## src/rtl/rhp_pkg.sv

```systemverilog
package rhp_pkg;

    localparam int REG_W = 32;

    // stored fields of one downstream port
    typedef struct packed {
        logic ccs;   // connected
        logic pes;   // enabled
        logic pss;   // suspended
        logic prs;   // in reset
        logic pps;   // powered
        logic csc;   // connect change
        logic pesc;  // enable change
        logic pssc;  // suspend change
        logic ocic;  // over-current change
        logic prsc;  // reset change
    } port_stat_t;

    // stored fields of the hub-wide word
    typedef struct packed {
        logic b15;
        logic b1;
        logic b0;
    } hub_stat_t;

    function automatic logic [REG_W-1:0] pack_port(port_stat_t s);
        logic [REG_W-1:0] w;
        w     = '0;
        w[0]  = s.ccs;
        w[1]  = s.pes;
        w[2]  = s.pss;
        w[4]  = s.prs;
        w[8]  = s.pps;
        w[16] = s.csc;
        w[17] = s.pesc;
        w[18] = s.pssc;
        w[19] = s.ocic;
        w[20] = s.prsc;
        return w;
    endfunction

    function automatic logic [REG_W-1:0] pack_hub(hub_stat_t h);
        logic [REG_W-1:0] w;
        w     = '0;
        w[0]  = h.b0;
        w[1]  = h.b1;
        w[15] = h.b15;
        return w;
    endfunction

    // apply a set/clear command pair; both together keep the old value
    function automatic logic set_clr(logic cur, logic set_b, logic clr_b);
        if (set_b && !clr_b)
            return 1'b1;
        else if (clr_b && !set_b)
            return 1'b0;
        else
            return cur;
    endfunction

endpackage

```

## src/rtl/rhp_port.sv

```systemverilog
module rhp_port
    import rhp_pkg::*;
#(
    parameter int   RESET_TICKS = 10,
    parameter logic CONN_RST    = 1'b0,
    localparam int  CNT_W       = $clog2(RESET_TICKS + 1)
) (
    input  logic             clk,
    input  logic             rst,
    input  logic             tick,
    input  logic             wr_sel,
    input  logic [REG_W-1:0] wr_data,
    input  logic             conn_in,
    output logic [REG_W-1:0] stat_word,
    output logic             changed
);

    port_stat_t       st, nxt;
    logic [CNT_W-1:0] cnt, cnt_nxt;
    logic             restart, done;
    logic             unused_bits;

    assign unused_bits = ^{wr_data[31:21], wr_data[15:10], wr_data[7:5]};

    always_comb begin
        nxt     = st;
        restart = 1'b0;
        if (wr_sel) begin
            nxt.pes = set_clr(st.pes, wr_data[1], wr_data[0]);
            nxt.pss = set_clr(st.pss, wr_data[2], wr_data[3]);
            nxt.pps = set_clr(st.pps, wr_data[8], wr_data[9]);
            if (wr_data[4]) begin
                nxt.prs = 1'b1;
                restart = 1'b1;
            end
            if (wr_data[16]) nxt.csc  = 1'b0;
            if (wr_data[17]) nxt.pesc = 1'b0;
            if (wr_data[18]) nxt.pssc = 1'b0;
            if (wr_data[19]) nxt.ocic = 1'b0;
            if (wr_data[20]) nxt.prsc = 1'b0;
        end
        // countdown completion overrides the host write
        done = !restart && tick && (cnt == CNT_W'(1));
        if (done) begin
            nxt.prs  = 1'b0;
            nxt.pes  = 1'b1;
            nxt.prsc = 1'b1;
        end
        // connect input overrides a host clear of the change bit
        if (conn_in != st.ccs) begin
            nxt.ccs = conn_in;
            nxt.csc = 1'b1;
        end
    end

    always_comb begin
        if (restart)
            cnt_nxt = CNT_W'(RESET_TICKS);
        else if (tick && cnt != '0)
            cnt_nxt = cnt - CNT_W'(1);
        else
            cnt_nxt = cnt;
    end

    always_ff @(posedge clk) begin
        if (rst) begin
            st     <= '0;
            st.ccs <= CONN_RST;
            cnt    <= '0;
        end else begin
            st  <= nxt;
            cnt <= cnt_nxt;
        end
    end

    assign stat_word = pack_port(st);
    assign changed   = pack_port(nxt) != pack_port(st);

    AST_RESET_SETS: assert property (@(posedge clk) disable iff (rst)
        wr_sel && wr_data[4] |=> st.prs);

    AST_RESET_DONE: assert property (@(posedge clk) disable iff (rst)
        tick && cnt == CNT_W'(1) && !(wr_sel && wr_data[4])
        |=> !st.prs && st.pes && st.prsc);

    AST_EN_BOTH_HOLD: assert property (@(posedge clk) disable iff (rst)
        wr_sel && wr_data[1:0] == 2'b11 && !(tick && cnt == CNT_W'(1))
        |=> st.pes == $past(st.pes));

    AST_CONN_TRACK: assert property (@(posedge clk) disable iff (rst)
        conn_in != st.ccs |=> st.csc && st.ccs == $past(conn_in));

endmodule

```

## src/rtl/rhp_hub_status.sv

```systemverilog
module rhp_hub_status
    import rhp_pkg::*;
(
    input  logic             clk,
    input  logic             rst,
    input  logic             wr_sel,
    input  logic [2:0]       clr_bits,
    input  logic [2:0]       set_bits,
    output logic [REG_W-1:0] stat_word
);

    hub_stat_t h, h_nxt;

    always_comb begin
        h_nxt = h;
        if (wr_sel) begin
            if (clr_bits[0]) h_nxt.b0  = 1'b0;
            if (clr_bits[1]) h_nxt.b1  = 1'b0;
            if (clr_bits[2]) h_nxt.b15 = 1'b0;
        end
        if (set_bits[0]) h_nxt.b0  = 1'b1;
        if (set_bits[1]) h_nxt.b1  = 1'b1;
        if (set_bits[2]) h_nxt.b15 = 1'b1;
    end

    always_ff @(posedge clk) begin
        if (rst)
            h <= '0;
        else
            h <= h_nxt;
    end

    assign stat_word = pack_hub(h);

    AST_HUB_CLEAR15: assert property (@(posedge clk) disable iff (rst)
        wr_sel && clr_bits[2] && !set_bits[2] |=> !h.b15);

    AST_HUB_SET_WINS: assert property (@(posedge clk) disable iff (rst)
        set_bits[0] |=> h.b0);

endmodule

```

## src/rtl/rhp_rd_mux.sv

```systemverilog
module rhp_rd_mux
    import rhp_pkg::*;
#(
    parameter int NUM_PORTS = 4,
    parameter int ADDR_W    = 3
) (
    input  logic [ADDR_W-1:0]               rd_addr,
    input  logic [REG_W-1:0]                hub_word,
    input  logic [NUM_PORTS-1:0][REG_W-1:0] port_words,
    output logic [REG_W-1:0]                rd_data
);

    always_comb begin
        rd_data = '0;
        if (rd_addr == '0)
            rd_data = hub_word;
        for (int i = 0; i < NUM_PORTS; i++)
            if (rd_addr == ADDR_W'(i + 1))
                rd_data = port_words[i];
    end

endmodule

```

## src/rtl/rhp_root_hub.sv

```systemverilog
module rhp_root_hub
    import rhp_pkg::*;
#(
    parameter int  NUM_PORTS   = 4,
    parameter int  RESET_TICKS = 10,
    localparam int ADDR_W      = $clog2(NUM_PORTS + 1)
) (
    input  logic                 clk,
    input  logic                 rst,
    input  logic                 frame_tick,
    input  logic                 wr_en,
    input  logic [ADDR_W-1:0]    wr_addr,
    input  logic [REG_W-1:0]     wr_data,
    input  logic [ADDR_W-1:0]    rd_addr,
    output logic [REG_W-1:0]     rd_data,
    input  logic [NUM_PORTS-1:0] conn_in,
    input  logic [2:0]           hub_set,
    output logic                 rhsc_req
);

    logic [NUM_PORTS-1:0][REG_W-1:0] port_words;
    logic [NUM_PORTS-1:0]            port_chg;
    logic [REG_W-1:0]                hub_word;
    logic                            rhsc_q;

    for (genvar i = 0; i < NUM_PORTS; i++) begin : g_port
        rhp_port #(
            .RESET_TICKS(RESET_TICKS),
            .CONN_RST   (i == 0)
        ) port_i (
            .clk      (clk),
            .rst      (rst),
            .tick     (frame_tick),
            .wr_sel   (wr_en && wr_addr == ADDR_W'(i + 1)),
            .wr_data  (wr_data),
            .conn_in  (conn_in[i]),
            .stat_word(port_words[i]),
            .changed  (port_chg[i])
        );
    end

    rhp_hub_status hub_i (
        .clk      (clk),
        .rst      (rst),
        .wr_sel   (wr_en && wr_addr == '0),
        .clr_bits ({wr_data[31], wr_data[17], wr_data[16]}),
        .set_bits (hub_set),
        .stat_word(hub_word)
    );

    rhp_rd_mux #(
        .NUM_PORTS(NUM_PORTS),
        .ADDR_W   (ADDR_W)
    ) mux_i (
        .rd_addr   (rd_addr),
        .hub_word  (hub_word),
        .port_words(port_words),
        .rd_data   (rd_data)
    );

    always_ff @(posedge clk) begin
        if (rst)
            rhsc_q <= 1'b0;
        else
            rhsc_q <= |port_chg;
    end

    assign rhsc_req = rhsc_q;

    AST_CHANGE_REQ: assert property (@(posedge clk) disable iff (rst)
        !$stable(port_words) |-> rhsc_req);

    AST_QUIET_NO_REQ: assert property (@(posedge clk) disable iff (rst)
        $stable(port_words) |-> !rhsc_req);

endmodule

```

## config.mk

```make
export PLATFORM = sky130hd
export DESIGN_NAME = rhp_root_hub
export DESIGN_NICKNAME = d
export VERILOG_FILES = /design/src/rtl/rhp_pkg.sv /design/src/rtl/rhp_port.sv /design/src/rtl/rhp_hub_status.sv /design/src/rtl/rhp_rd_mux.sv /design/src/rtl/rhp_root_hub.sv
export SDC_FILE = /design/constraint.sdc
export NUM_CORES = 1
export LEC_CHECK = 0
export ABC_AREA = 1
export BUFFER_PORTS_ARGS = -buffer_cell sky130_fd_sc_hd__buf_2
export CORE_ASPECT_RATIO = 1.75
export CORE_MARGIN = 10
export CORE_UTILIZATION = 40
export CTS_BUF_LIST = sky130_fd_sc_hd__clkbuf_8
export DETAILED_ROUTE_END_ITERATION = 6
export RECOVER_POWER = 25
export SETUP_SLACK_MARGIN = 0.3
export SLEW_MARGIN = 20
export SYNTH_ARGS = -nofsm -noshare
export SYNTH_HDL_FRONTEND = slang
export SYNTH_SLANG_ARGS = --single-unit
```

## constraint.sdc

```tcl
create_clock -name clk -period 2.2 [get_ports clk]
set_clock_uncertainty 0.15 [all_clocks]
set_input_delay 0.44 -clock clk [delete_from_list [all_inputs] [get_ports clk]]
set_output_delay 0.44 -clock clk [all_outputs]
set_load 0.01 [all_outputs]
```

# Yosys cells after proc, flatten, opt, wreduce, memory -nomap -nowiden
# Index checks and enable logic that the tools add are counted.
# word_totals
register_bits,60
latchBits,0
ram_bits,0
romBits,0
in_bits,49
out_inout_bits,33
wordCells,230
memories,0
# op_classes
addsub,4
n_mul,0
div,0
magnitude_cmp,0
n_eq_ne,20
n_shift,0
mux,97
bitwise,0
n_reduce_logical,57
# ops
operator,n
two-way mux 21 bit,4
two-way mux 1 bit,79
!= test 10 bit,4
two-way mux 9 bit,4
two-way mux 4 bit,8
logical AND 1 bit,23
nonzero test 2 bit,10
== test 4 x 1 -> 1 bit (second input constant),4
two-way mux 16 bit,1
nonzero test 4 bit,4
subtractor 4 x 1 -> 4 bit (second input constant),4
== test 3 x 2 -> 1 bit (second input constant),4
zero test 1 bit,10
OR reduction 2 bit,4
== test 3 x 1 -> 1 bit (second input constant),2
== test 3 bit (second input constant),2
zero test 3 bit,2
AND reduction 2 bit,3
!= test 1 bit,4
OR reduction 4 bit,1
two-way mux 3 bit,1

# Longest topological paths before layout
# Gate-level depths: netlist (run 1).
# logic_depth
word_depth,9
ltp_mapped,14
mapped_depth_nobuf,14

# By module
# From an unflattened synthesis (run 1), not the netlist that was laid out.
# hier_totals
hier_cells,962
area_unflattened_um2,5816.8
# by_module_without_submodules
module,instances,cells_each,area_each_um2,seq_area_each_um2
rhp_port (g_port[1].port_i ...),3,145,1001.0,280.3
rhp_rd_mux,1,321,1403.8,0.0
rhp_port (g_port[0].port_i),1,146,1003.5,280.3
rhp_hub_status,1,45,330.3,60.1
rhp_root_hub,1,15,76.3,20.0

# Least setup slack after synthesis (run 1)
# No wires, ideal clock.
# synth_timing
kind,in2out
start,input port rd_addr[0]
end,output port rd_data[16]
t_arrival_ps,1126
required_ps,1610
slack_ps,484
cell_stages,4
n_path_buf,0
cell_sequence,nand2_1 nor2_1 a221oi_1 o21ai_0
# synth_between
elab_chain_len,5
word_cells_on_any_way,8
cone_classes,eq/ne: 4; mux: 4
# synth_lines
element,line_no,source
"start, declared",rhp_root_hub.sv:14,"input logic [ADDR_W-1:0] rd_addr,"
== test 3 x 1 -> 1 bit,rhp_rd_mux.sv:18,if (rd_addr == ADDR_W'(i + 1))
two-way mux 21 bit (3 in series),rhp_rd_mux.sv:18,
two-way mux 21 bit *,rhp_rd_mux.sv:18,
"end, declared",rhp_root_hub.sv:15,"output logic [REG_W-1:0] rd_data,"
# Mark *: on every way between the ends. The rest lies on a longest branch, timed or not.

# Worst setup path after layout (run 1)
# layout_timing
start,input port wr_addr[0]
end,"register rhsc_q, in the netlist rhsc_req"
# layout_between
elab_chain_len,9
word_cells_on_any_way,49
cone_classes,eq/ne: 8; mux: 24; reduce/logical: 17
# layout_lines
element,line_no,source
"start, declared",rhp_root_hub.sv:12,"input logic [ADDR_W-1:0] wr_addr,"
== test 3 x 1 -> 1 bit (tied with other cells),rhp_root_hub.sv:34,".wr_sel (wr_en && wr_addr == ADDR_W'(i + 1)),"
logical AND 1 bit,rhp_root_hub.sv:34,
two-way mux 1 bit,rhp_port.sv:28,if (wr_sel) begin
zero test 1 bit,rhp_port.sv:43,done = !restart && tick && (cnt == CNT_W'(1));
logical AND 1 bit (2 in series),rhp_port.sv:43,
two-way mux 1 bit,rhp_port.sv:44,if (done) begin
!= test 10 bit,rhp_port.sv:77,assign changed = pack_port(nxt) != pack_port(st);
OR reduction 4 bit *,rhp_root_hub.sv:65,rhsc_q <= |port_chg;
"end signal, assigned",rhp_root_hub.sv:65,
"end, declared",rhp_root_hub.sv:24,logic rhsc_q;
# Marks and branches as above.
# A chain may end at the register's enable or synchronous reset.

==> results of run 1 <==
final timing paths:
| kind | slack [ns] | cells past startpoint | startpoint | end |
|---|---|---|---|---|
| setup / recovery | 0.26 | 14 | wr_addr[0] | rhsc_req |
| hold / removal | 0.17 | 3 | hub_set[0] | hub_i.stat_word[0] |
| setup reg to reg | 0.42 | 11 | g_port[1].port_i.stat_word[0] | rhsc_req |
| hold reg to reg | 0.32 | 2 | g_port[1].port_i.stat_word[18] | g_port[1].port_i.stat_word[18] |
final cells by class:
class	count	area share, %
Multi-Input combinational cell	396	47.1
Sequential cell	60	25.9
Timing Repair Buffer	71	10.7
Inverter	108	8.97
Clock buffer	12	3.55
Tap cell	120	3.22
Clock inverter	4	0.483
through the flow:
step | std cells | util [%] | cell area [µm²] | setup slack [ns] | hold WS, ns
detailed placement | 749 | 45.6 | 4150 | 0.0418 | 0.309
global route | 771 | 51.2 | 4660 | 0.103 | 0.172
floorplan | 594 | - | 3800 | 0.484 | 0.295
global placement | 749 | 45.6 | 4150 | 0.0500 | 0.304
finish | 771 | 51.2 | 4660 | 0.260 | 0.172
CTS | 768 | 49.9 | 4540 | 0.262 | 0.130
logic make-up (layout without fill, tap and decap cells):
family                   count (synthesis)  count (layout)  synth area share, %
AO/OA/AOI/OAI                           94              94                 14.5
XOR/XNOR                                 1               1                0.235
adder cells (fa/ha/maj)                 16              16                 5.38
buffers and inverters                  138             195                 16.1
flip-flops                              60              60                 32.3
other                                    1              21                0.101
AND/OR/NAND/NOR                        264             264                 31.4
per-layer routing:
metal / vias up / GRT usage [%] / share of wire [%]
met2: 85 / 31.8 / 54
met5: - / 0 / 0
met1: 1751 / 15.9 / 36
met4: 0 / 9.61 / 4.5
met3: 28 / 4.77 / 4.7
li1: 1939 / - / -
flip-flops by register name (all words and copies together) (netlist names):
signal / count
g_port.port_i.cnt: 16
g_port.port_i.stat_word: 40
hub_i.stat_word: 3
rhsc_req: 1
worst max-delay path: stages:
cell      delay, ns
buf_2          0.13
inv_1          0.10
nand2_1        0.06
nor2_1         0.19
clkbuf_1       0.38
nand2_1        0.15
nand3_2        0.09
nand2_1        0.05
nand2_1        0.06
nand2_1        0.06
nor2_2         0.09
nand2_2        0.07
nor2_2         0.11
nor2_1         0.04
timing repair:
item	in CTS	in global routing
endpoints found under the setup margin	11	13
pin swaps	4	16
gates resized for setup	49	44
setup buffers	1	3
cloned	2	0
where the power goes:
| part | switching, mW | internal, mW |
|---|---|---|
| clock network | 0.454 | 0.494 |
| logic | 0.785 | 0.516 |
| registers | 0.148 | 1.27 |
cell usage in the layout (no fill, tap or decap), types with 2 or more instances in the layout:
cell,instances
nor2_4,7
nand3_2,5
conb_1,21
nand4_1,9
inv_2,6
clkbuf_1,7
and3_1,4
nor2_1,47
nand2_4,5
o211ai_1,11
ha_1,15
inv_1,100
or2_2,3
buf_6,3
buf_2,36
nand3_1,46
buf_4,20
dfxtp_2,6
dfxtp_1,54
nor2_2,12
clkinv_2,3
o21ai_1,10
nor3_1,7
buf_12,4
nand2_2,7
o21ai_0,21
a21oi_2,2
nand2_1,106
a221oi_2,5
o2111ai_1,3
clkbuf_8,12
a21oi_1,37
nand3b_1,2
nor3_2,3
synth_stat cells:
| cell type | number |
|---|---|
| a221oi_1 | 5 |
| o31ai_1 | 1 |
| o211ai_1 | 11 |
| inv_1 | 105 |
| and3_1 | 4 |
| nor3_1 | 9 |
| or2_2 | 3 |
| o2111ai_1 | 3 |
| a21oi_1 | 39 |
| nor2_2 | 3 |
| nand3b_1 | 2 |
| nand4_1 | 9 |
| nand2_4 | 1 |
| buf_1 | 1 |
| nor3_2 | 1 |
| a211oi_1 | 1 |
| o21ai_0 | 27 |
| clkbuf_1 | 5 |
| buf_4 | 21 |
| inv_2 | 3 |
| ha_1 | 16 |
| nand3_1 | 50 |
| nor2_1 | 61 |
| conb_1 | 1 |
| dfxtp_1 | 60 |
| nand3_2 | 2 |
| a22oi_1 | 1 |
| nor2_4 | 2 |
| o21ai_1 | 5 |
| buf_2 | 3 |
| xor2_1 | 1 |
| o21ai_2 | 1 |
| nand2_2 | 3 |
| nand2_1 | 114 |
==> impl_metrics.tcl, run 1 <==
set metrics [dict create \
    place_hpwl_mm 8.52 \
    row_count 46 \
    p_leak_nw 2.33 \
    status "finished clean" \
    antenna_found_initial 0 \
    regArea_um2 1210 \
    max_freq_ghz 0.516 \
    grt.total_usage_pct 17.0 \
    clk_pin_slew_ns 0.07 \
    timing.final.crit_period_ns 1.94 \
    setup_viol 0 \
    grt_first_pass_wirelength_mm 18.3 \
    drive_above_1_share_pct 22.6 \
    period_share_pct 88.2 \
    synth_cell_types 34 \
    cts_inserted_buffers 9 \
    place_congestion 0.843 \
    core_um2 9090 \
    cp.arrival_ns 2.02 \
    vias 3803 \
    start_kind "input pin" \
    cts_root_buffer "clkbuf_8" \
    fillers 966 \
    drt-total-wl_mm 11.4 \
    area_delta_synth_final_pct 25.1 \
    multi_input_area_um2 2200 \
    initial_core_util_pct 40.9 \
    ys_seq_area_share_pct 32.3 \
    synth_area_um2 3720 \
    synth.top_cells.by_area "dfxtp_1 32%, nand2_1 11%, inv_1 11%, nand3_1 6.7%, nor2_1 6.2%" \
    die_w_um 92.9 \
    p_per_area_nw_per_um2 787 \
    grt_pass1_vias 3836 \
    ant_nets 0 \
    crit_type "in2reg" \
    endpoint_kind "register" \
    total_power_mw 3.66 \
    tightest_slew_ns 0.531 \
    dr.pass1.iters 6 \
    clock_latency_ns 0.36 \
    die_area_um2 13700 \
    max-vdd-ir-drop_mv 0.325 \
    die_h_um 148 \
    fin_nets 711 \
    drv_slew 0 \
    drc_errors 0 \
    cts_max_level 3 \
    io_buffers 41 \
    cts_sinks 60 \
    cts_tree "yes" \
    setup-tns-final_ns 0 \
    antennaDiodeCount 0 \
    avgSynthCellArea_um2 6.48 \
    synth_top_cell_by_area "dfxtp_1" \
    required_ns 2.28 \
    synth_warnings 0 \
    ctsHoldBuffers 0 \
    rsz0062_at_grt "yes" \
    cts.path.max_buffers 2 \
    viasPerCell 4.93 \
    wl_per_cell_um 14.8 \
    drt_iter0_drc 218 \
    drv_cap 0 \
    syn_inst 574 \
    io_pins 82 \
    crit_fanout 6 \
    slew_headroom_pct 64.6 \
    ys_ff_latch 60 \
    yosysTopAreaCellShare_pct 32.3 \
    grt_max_degree 30 \
    hold_path.class "in2reg" \
    hold_viol_final 0 \
    grt-ovfl-total 0 \
]
Power figures use the tool's default switching activity.
==> inputs of run 2 (changes only) <==
--- a/config.mk
+++ b/config.mk
@@ -8,9 +8,10 @@
 export ABC_AREA = 1
 export BUFFER_PORTS_ARGS = -buffer_cell sky130_fd_sc_hd__buf_2
 export CORE_ASPECT_RATIO = 1.75
-export CORE_MARGIN = 10
+export CORE_MARGIN = 8
 export CORE_UTILIZATION = 40
 export CTS_BUF_LIST = sky130_fd_sc_hd__clkbuf_8
+export CTS_CLUSTER_SIZE = 16
 export DETAILED_ROUTE_END_ITERATION = 6
 export RECOVER_POWER = 25
 export SETUP_SLACK_MARGIN = 0.3
==> impl_metrics.tcl, run 2 (same netlist as run 1, synthesis figures left out) <==
set metrics [dict create \
    hold_path.class "in2reg" \
    wl_per_cell_um 14.4 \
    cts_inserted_buffers 9 \
    pwr-share-clk_pct 23.7 \
    total_power_mw 3.43 \
    die_w_um 88.9 \
    drt_iter0_drc 174 \
    core_um2 9040 \
    layout_commonest_cell "nand2_1" \
    hold_viol_final 0 \
    met1_usage_pct 17.2 \
    fin_nets 712 \
    grt_use_met3_pct 3.03 \
    antenna_found_initial 0 \
    clock_latency_ns 0.35 \
    cts_root_buffer "clkbuf_8" \
    io_pins 82 \
    r2r_slack_ns 0.38 \
    grt_first_pass_wirelength_mm 17.6 \
    ant_nets 0 \
    layout.cells.most_common_list "110 x nand2_1, 105 x inv_1, 57 x dfxtp_1" \
    vias 3818 \
    rsz0062_at_grt "yes" \
    drv_cap 0 \
    drive_above_1_share_pct 21.2 \
    worstPathCellList "buf_12 -> nor3_4 -> buf_6 -> a221oi_2 -> o21ai_1 -> buf_2" \
    cts.path.max_buffers 2 \
    power_switching_mw 1.31 \
    die_h_um 144 \
    grt_max_degree 28 \
    required_ns 1.61 \
    place_hpwl_mm 8.71 \
    clk_pin_slew_ns 0.06 \
    cts_max_level 3 \
    max_freq_ghz 0.521 \
    p_int_mw 2.12 \
    status "finished clean" \
    io_buffers 41 \
    drv_slew 0 \
    timing.final.crit_period_ns 1.92 \
    p_seq_share_pct 40.8 \
    cts_tree "yes" \
    setup-tns-final_ns 0 \
    grt_pass1_vias 3678 \
    p_per_area_nw_per_um2 744 \
    row_count 46 \
    fillers 953 \
    initial_core_util_pct 41.2 \
    critical-path-top-delay-family "buffers and inverters" \
    p_leak_nw 2.33 \
    setup_viol 0 \
    dr.pass1.iters 4 \
    die_area_um2 12800 \
    endpoint_kind "output pin" \
    tightest_slew_ns 0.687 \
    drt-total-wl_mm 11.1 \
    drc_errors 0 \
    grt-ovfl-total 0 \
    area_delta_synth_final_pct 23.8 \
    slew_headroom_pct 54.2 \
    setup_ws_ns 0.282 \
    grt_use_met2_pct 34.5 \
    crit_fanout 7 \
    crit_type "in2out" \
    largest_register_ffs 40 \
    cp.arrival_ns 1.33 \
    viasPerCell 4.95 \
    instances_no_fill 771 \
    swShare_pct 38.2 \
    critPathBufInv 3 \
    cts_sinks 60 \
    slowest_stage "nor3_4" \
    p_comb_share_pct 35.4 \
    placedCellCount 752 \
    grt.total_usage_pct 18.1 \
    start_kind "input pin" \
    busiest_layer "met2" \
    max-vdd-ir-drop_mv 0.428 \
    place_congestion 0.869 \
    dpl_worst_slack_ns 0.0155 \
    period_share_pct 87.2 \
    antennaDiodeCount 0 \
    slowest_delay_ns 0.22 \
    ctsHoldBuffers 0 \
]
## run 2: layout make-up
class                      instances  area (µm²)  area share [%]
multi-input combinational        396        2180            47.4
sequential                        60        1200            26.2
timing repair buffer              72         504            10.9
inverter                         108         415            9.02
tap                              120         150            3.26
clock buffer                       9         124            2.69
clock inverter                     6        26.3           0.570
## run 2: worst register-to-register path: cells and delay by family (launching register included)
kind	cells	cell delay [ns]
adder cells (fa/ha/maj)	1	0.16
buffers and inverters	3	0.26
flip-flops	1	0.33
AND/OR/NAND/NOR	10	0.81
## run 2: final timing paths
path	end	depth (start not counted)	from
min	hub_i.stat_word[15]	3	hub_set[2]
max	rd_data[16]	6	rd_addr[2]
min reg2reg	g_port[1].port_i.stat_word[18]	2	g_port[1].port_i.stat_word[18]
max reg2reg	rhsc_req	14	g_port[2].port_i.cnt[1]
## run 2: through the flow
| step | area (µm²) | hold slack, ns | util, % |
|---|---|---|---|
| detailed placement | 4170 | 0.312 | 46.2 |
| finish | 4610 | 0.160 | 51.0 |
| global placement | 4170 | 0.307 | 46.2 |
| global route | 4610 | 0.169 | 51.0 |
| floorplan | 3800 | 0.295 | - |
| CTS | 4470 | 0.146 | 49.4 |
## run 2: what timing repair did
action / CTS / global route
setup endpoints to repair: 11 / 13
gates resized for setup: 41 / 42
setup buffers: 2 / 2
pin swaps: 5 / 12
## run 2: layer usage
metal  part of all wire, %  routed length (µm)
met2                    55                6100
met1                    37                4160
met4                   3.9                 437
met5                     0                   0
met3                   3.9                 438
## run 2: power by group through the flow
| stage | Sequential [mW] | Clock (mW) | Combinational [mW] |
|---|---|---|---|
| floorplan | 1.38 | 0 | 0.850 |
| global placement | 1.40 | 0 | 1.08 |
| detailed placement | 1.41 | 0 | 1.12 |
| CTS | 1.39 | 0.835 | 1.16 |
| global route | 1.42 | 0.879 | 1.41 |
| finish | 1.40 | 0.814 | 1.21 |
==> inputs of run 3 (changes only) <==
--- a/config.mk
+++ b/config.mk
@@ -14,6 +14,7 @@
 export CTS_CLUSTER_SIZE = 16
 export DETAILED_ROUTE_END_ITERATION = 6
 export RECOVER_POWER = 25
+export REMOVE_ABC_BUFFERS = 1
 export SETUP_SLACK_MARGIN = 0.3
 export SLEW_MARGIN = 20
 export SYNTH_ARGS = -nofsm -noshare
==> impl_metrics.tcl, run 3 (same netlist as run 1, synthesis figures left out) <==
set metrics [dict create \
    drt-total-wl_mm 11.3 \
    timing.final.crit_period_ns 2.01 \
    pwr-share-clk_pct 24.3 \
    ant_nets 0 \
    grt_use_met3_pct 4.52 \
    grt.total_usage_pct 18.7 \
    required_ns 1.61 \
    busiest_layer "met2" \
    cts_sinks 60 \
    endpoint_kind "output pin" \
    layout.cells.most_common_list "106 x nand2_1, 104 x inv_1, 55 x nor2_1" \
    r2r_start "g_port[0].port_i.cnt[0]" \
    cts_max_level 3 \
    grt_first_pass_wirelength_mm 18.0 \
    tightest_slew_ns 0.684 \
    total_power_mw 3.54 \
    cts_root_buffer "clkbuf_8" \
    crit_fanout 5 \
    grt_pass1_vias 3835 \
    p_int_mw 2.20 \
    max-vdd-ir-drop_mv 0.431 \
    placed_cell_area_um2 4230 \
    holdWs_ns 0.169 \
    hold_viol_final 0 \
    drt_iter0_drc 170 \
    r2r_slack_ns 0.40 \
    p_seq_share_pct 39.8 \
    ctsHoldBuffers 0 \
    placedCellCount 761 \
    drive_above_1_share_pct 23.9 \
    die_area_um2 12800 \
    rsz0062_at_grt "yes" \
    fin_nets 724 \
    drv_cap 0 \
    drv_slew 0 \
    crit_type "in2out" \
    io_pins 82 \
    fillers 930 \
    place_hpwl_mm 8.87 \
    p_leak_nw 2.39 \
    clk_pin_slew_ns 0.06 \
    io_buffers 41 \
    cts.path.max_buffers 2 \
    antennaDiodeCount 0 \
    layout_commonest_cell "nand2_1" \
    power_switching_mw 1.34 \
    antenna_found_initial 0 \
    wl_per_cell_um 14.4 \
    p_per_area_nw_per_um2 753 \
    grt_max_degree 28 \
    max_freq_ghz 0.497 \
    largest_register_ffs 40 \
    r2r_end "g_port[0].port_i.cnt[3]" \
    setup-tns-final_ns 0 \
    met1_usage_pct 17.5 \
    initial_core_util_pct 41.2 \
    area_delta_synth_final_pct 26.3 \
    status "finished clean" \
    start_kind "input pin" \
    p_comb_share_pct 35.9 \
    worst_r2r_path_depth 11 \
    swShare_pct 37.9 \
    slew_headroom_pct 54.4 \
    clock_latency_ns 0.36 \
    drc_errors 0 \
    dpl_worst_slack_ns 0.0197 \
    crit_start "rd_addr[1]" \
    row_count 46 \
    cts_inserted_buffers 9 \
    grt_use_met2_pct 34.7 \
    core_um2 9040 \
    finalInstanceArea_um2 4700 \
    instances_no_fill 784 \
    finish.utilization_pct 52.0 \
    dr.pass1.iters 4 \
    viasPerCell 4.93 \
    setup_viol 0 \
    setup_ws_ns 0.187 \
    die_w_um 88.9 \
    grt-ovfl-total 0 \
    cts_tree "yes" \
    cp.arrival_ns 1.42 \
    period_share_pct 91.5 \
    critPathCapture "rd_data[19]" \
    die_h_um 144 \
    place_congestion 0.932 \
    hold_path.class "in2reg" \
    vias 3865 \
]
[run 3: repair_timing]
action                                  4_1_cts  5_1_grt
buffers inserted                              1        6
pin swaps                                     4       15
gates resized for setup                      31       51
endpoints found under the setup margin       11       15
[run 3: how the worst min path moves through the flow]
stage / start / to / slack, ns / cells after the start
floorplan: hub_i.stat_word[0] / hub_i.stat_word[0] / 0.29 / 2
global placement: g_port[1].port_i.stat_word[18] / g_port[1].port_i.stat_word[18] / 0.31 / 2
detailed placement: g_port[1].port_i.stat_word[18] / g_port[1].port_i.stat_word[18] / 0.31 / 2
CTS: hub_set[2] / hub_i.stat_word[15] / 0.15 / 3
global route: hub_set[2] / hub_i.stat_word[15] / 0.16 / 3
finish: hub_set[2] / hub_i.stat_word[15] / 0.17 / 3
[run 3: area by class of cell]
cell class	instances	area (µm²)	area share, %
clock inverter	6	25.0	0.532
clock buffer	10	138	2.93
tap	120	150	3.19
multi-input combinational	396	2200	46.7
inverter	108	408	8.67
timing repair buffer	84	574	12.2
sequential	60	1210	25.7
[run 3: routing by layer]
layer	vias to the layer above	wire, µm
met4	0	499
met5	-	0
met3	35	475
li1	1976	-
met1	1754	4190
met2	100	6150
[run 3: power groups by stage]
stage / combinational [mW] / clock [mW] / sequential [mW]
after global routing: 1.45 / 0.936 / 1.43
final: 1.27 / 0.862 / 1.41
after CTS: 1.15 / 0.884 / 1.38
after floorplan: 0.812 / 0 / 1.38
after detailed placement: 1.13 / 0 / 1.41
after global placement: 1.09 / 0 / 1.40
[run 3: critical path, stage by stage]
cell       delay (ns)
buf_8            0.11
nand2_2          0.07
nor2_2           0.04
buf_6            0.13
buf_6            0.13
buf_4            0.14
nand2_1          0.07
o2111ai_2        0.13
buf_2            0.16
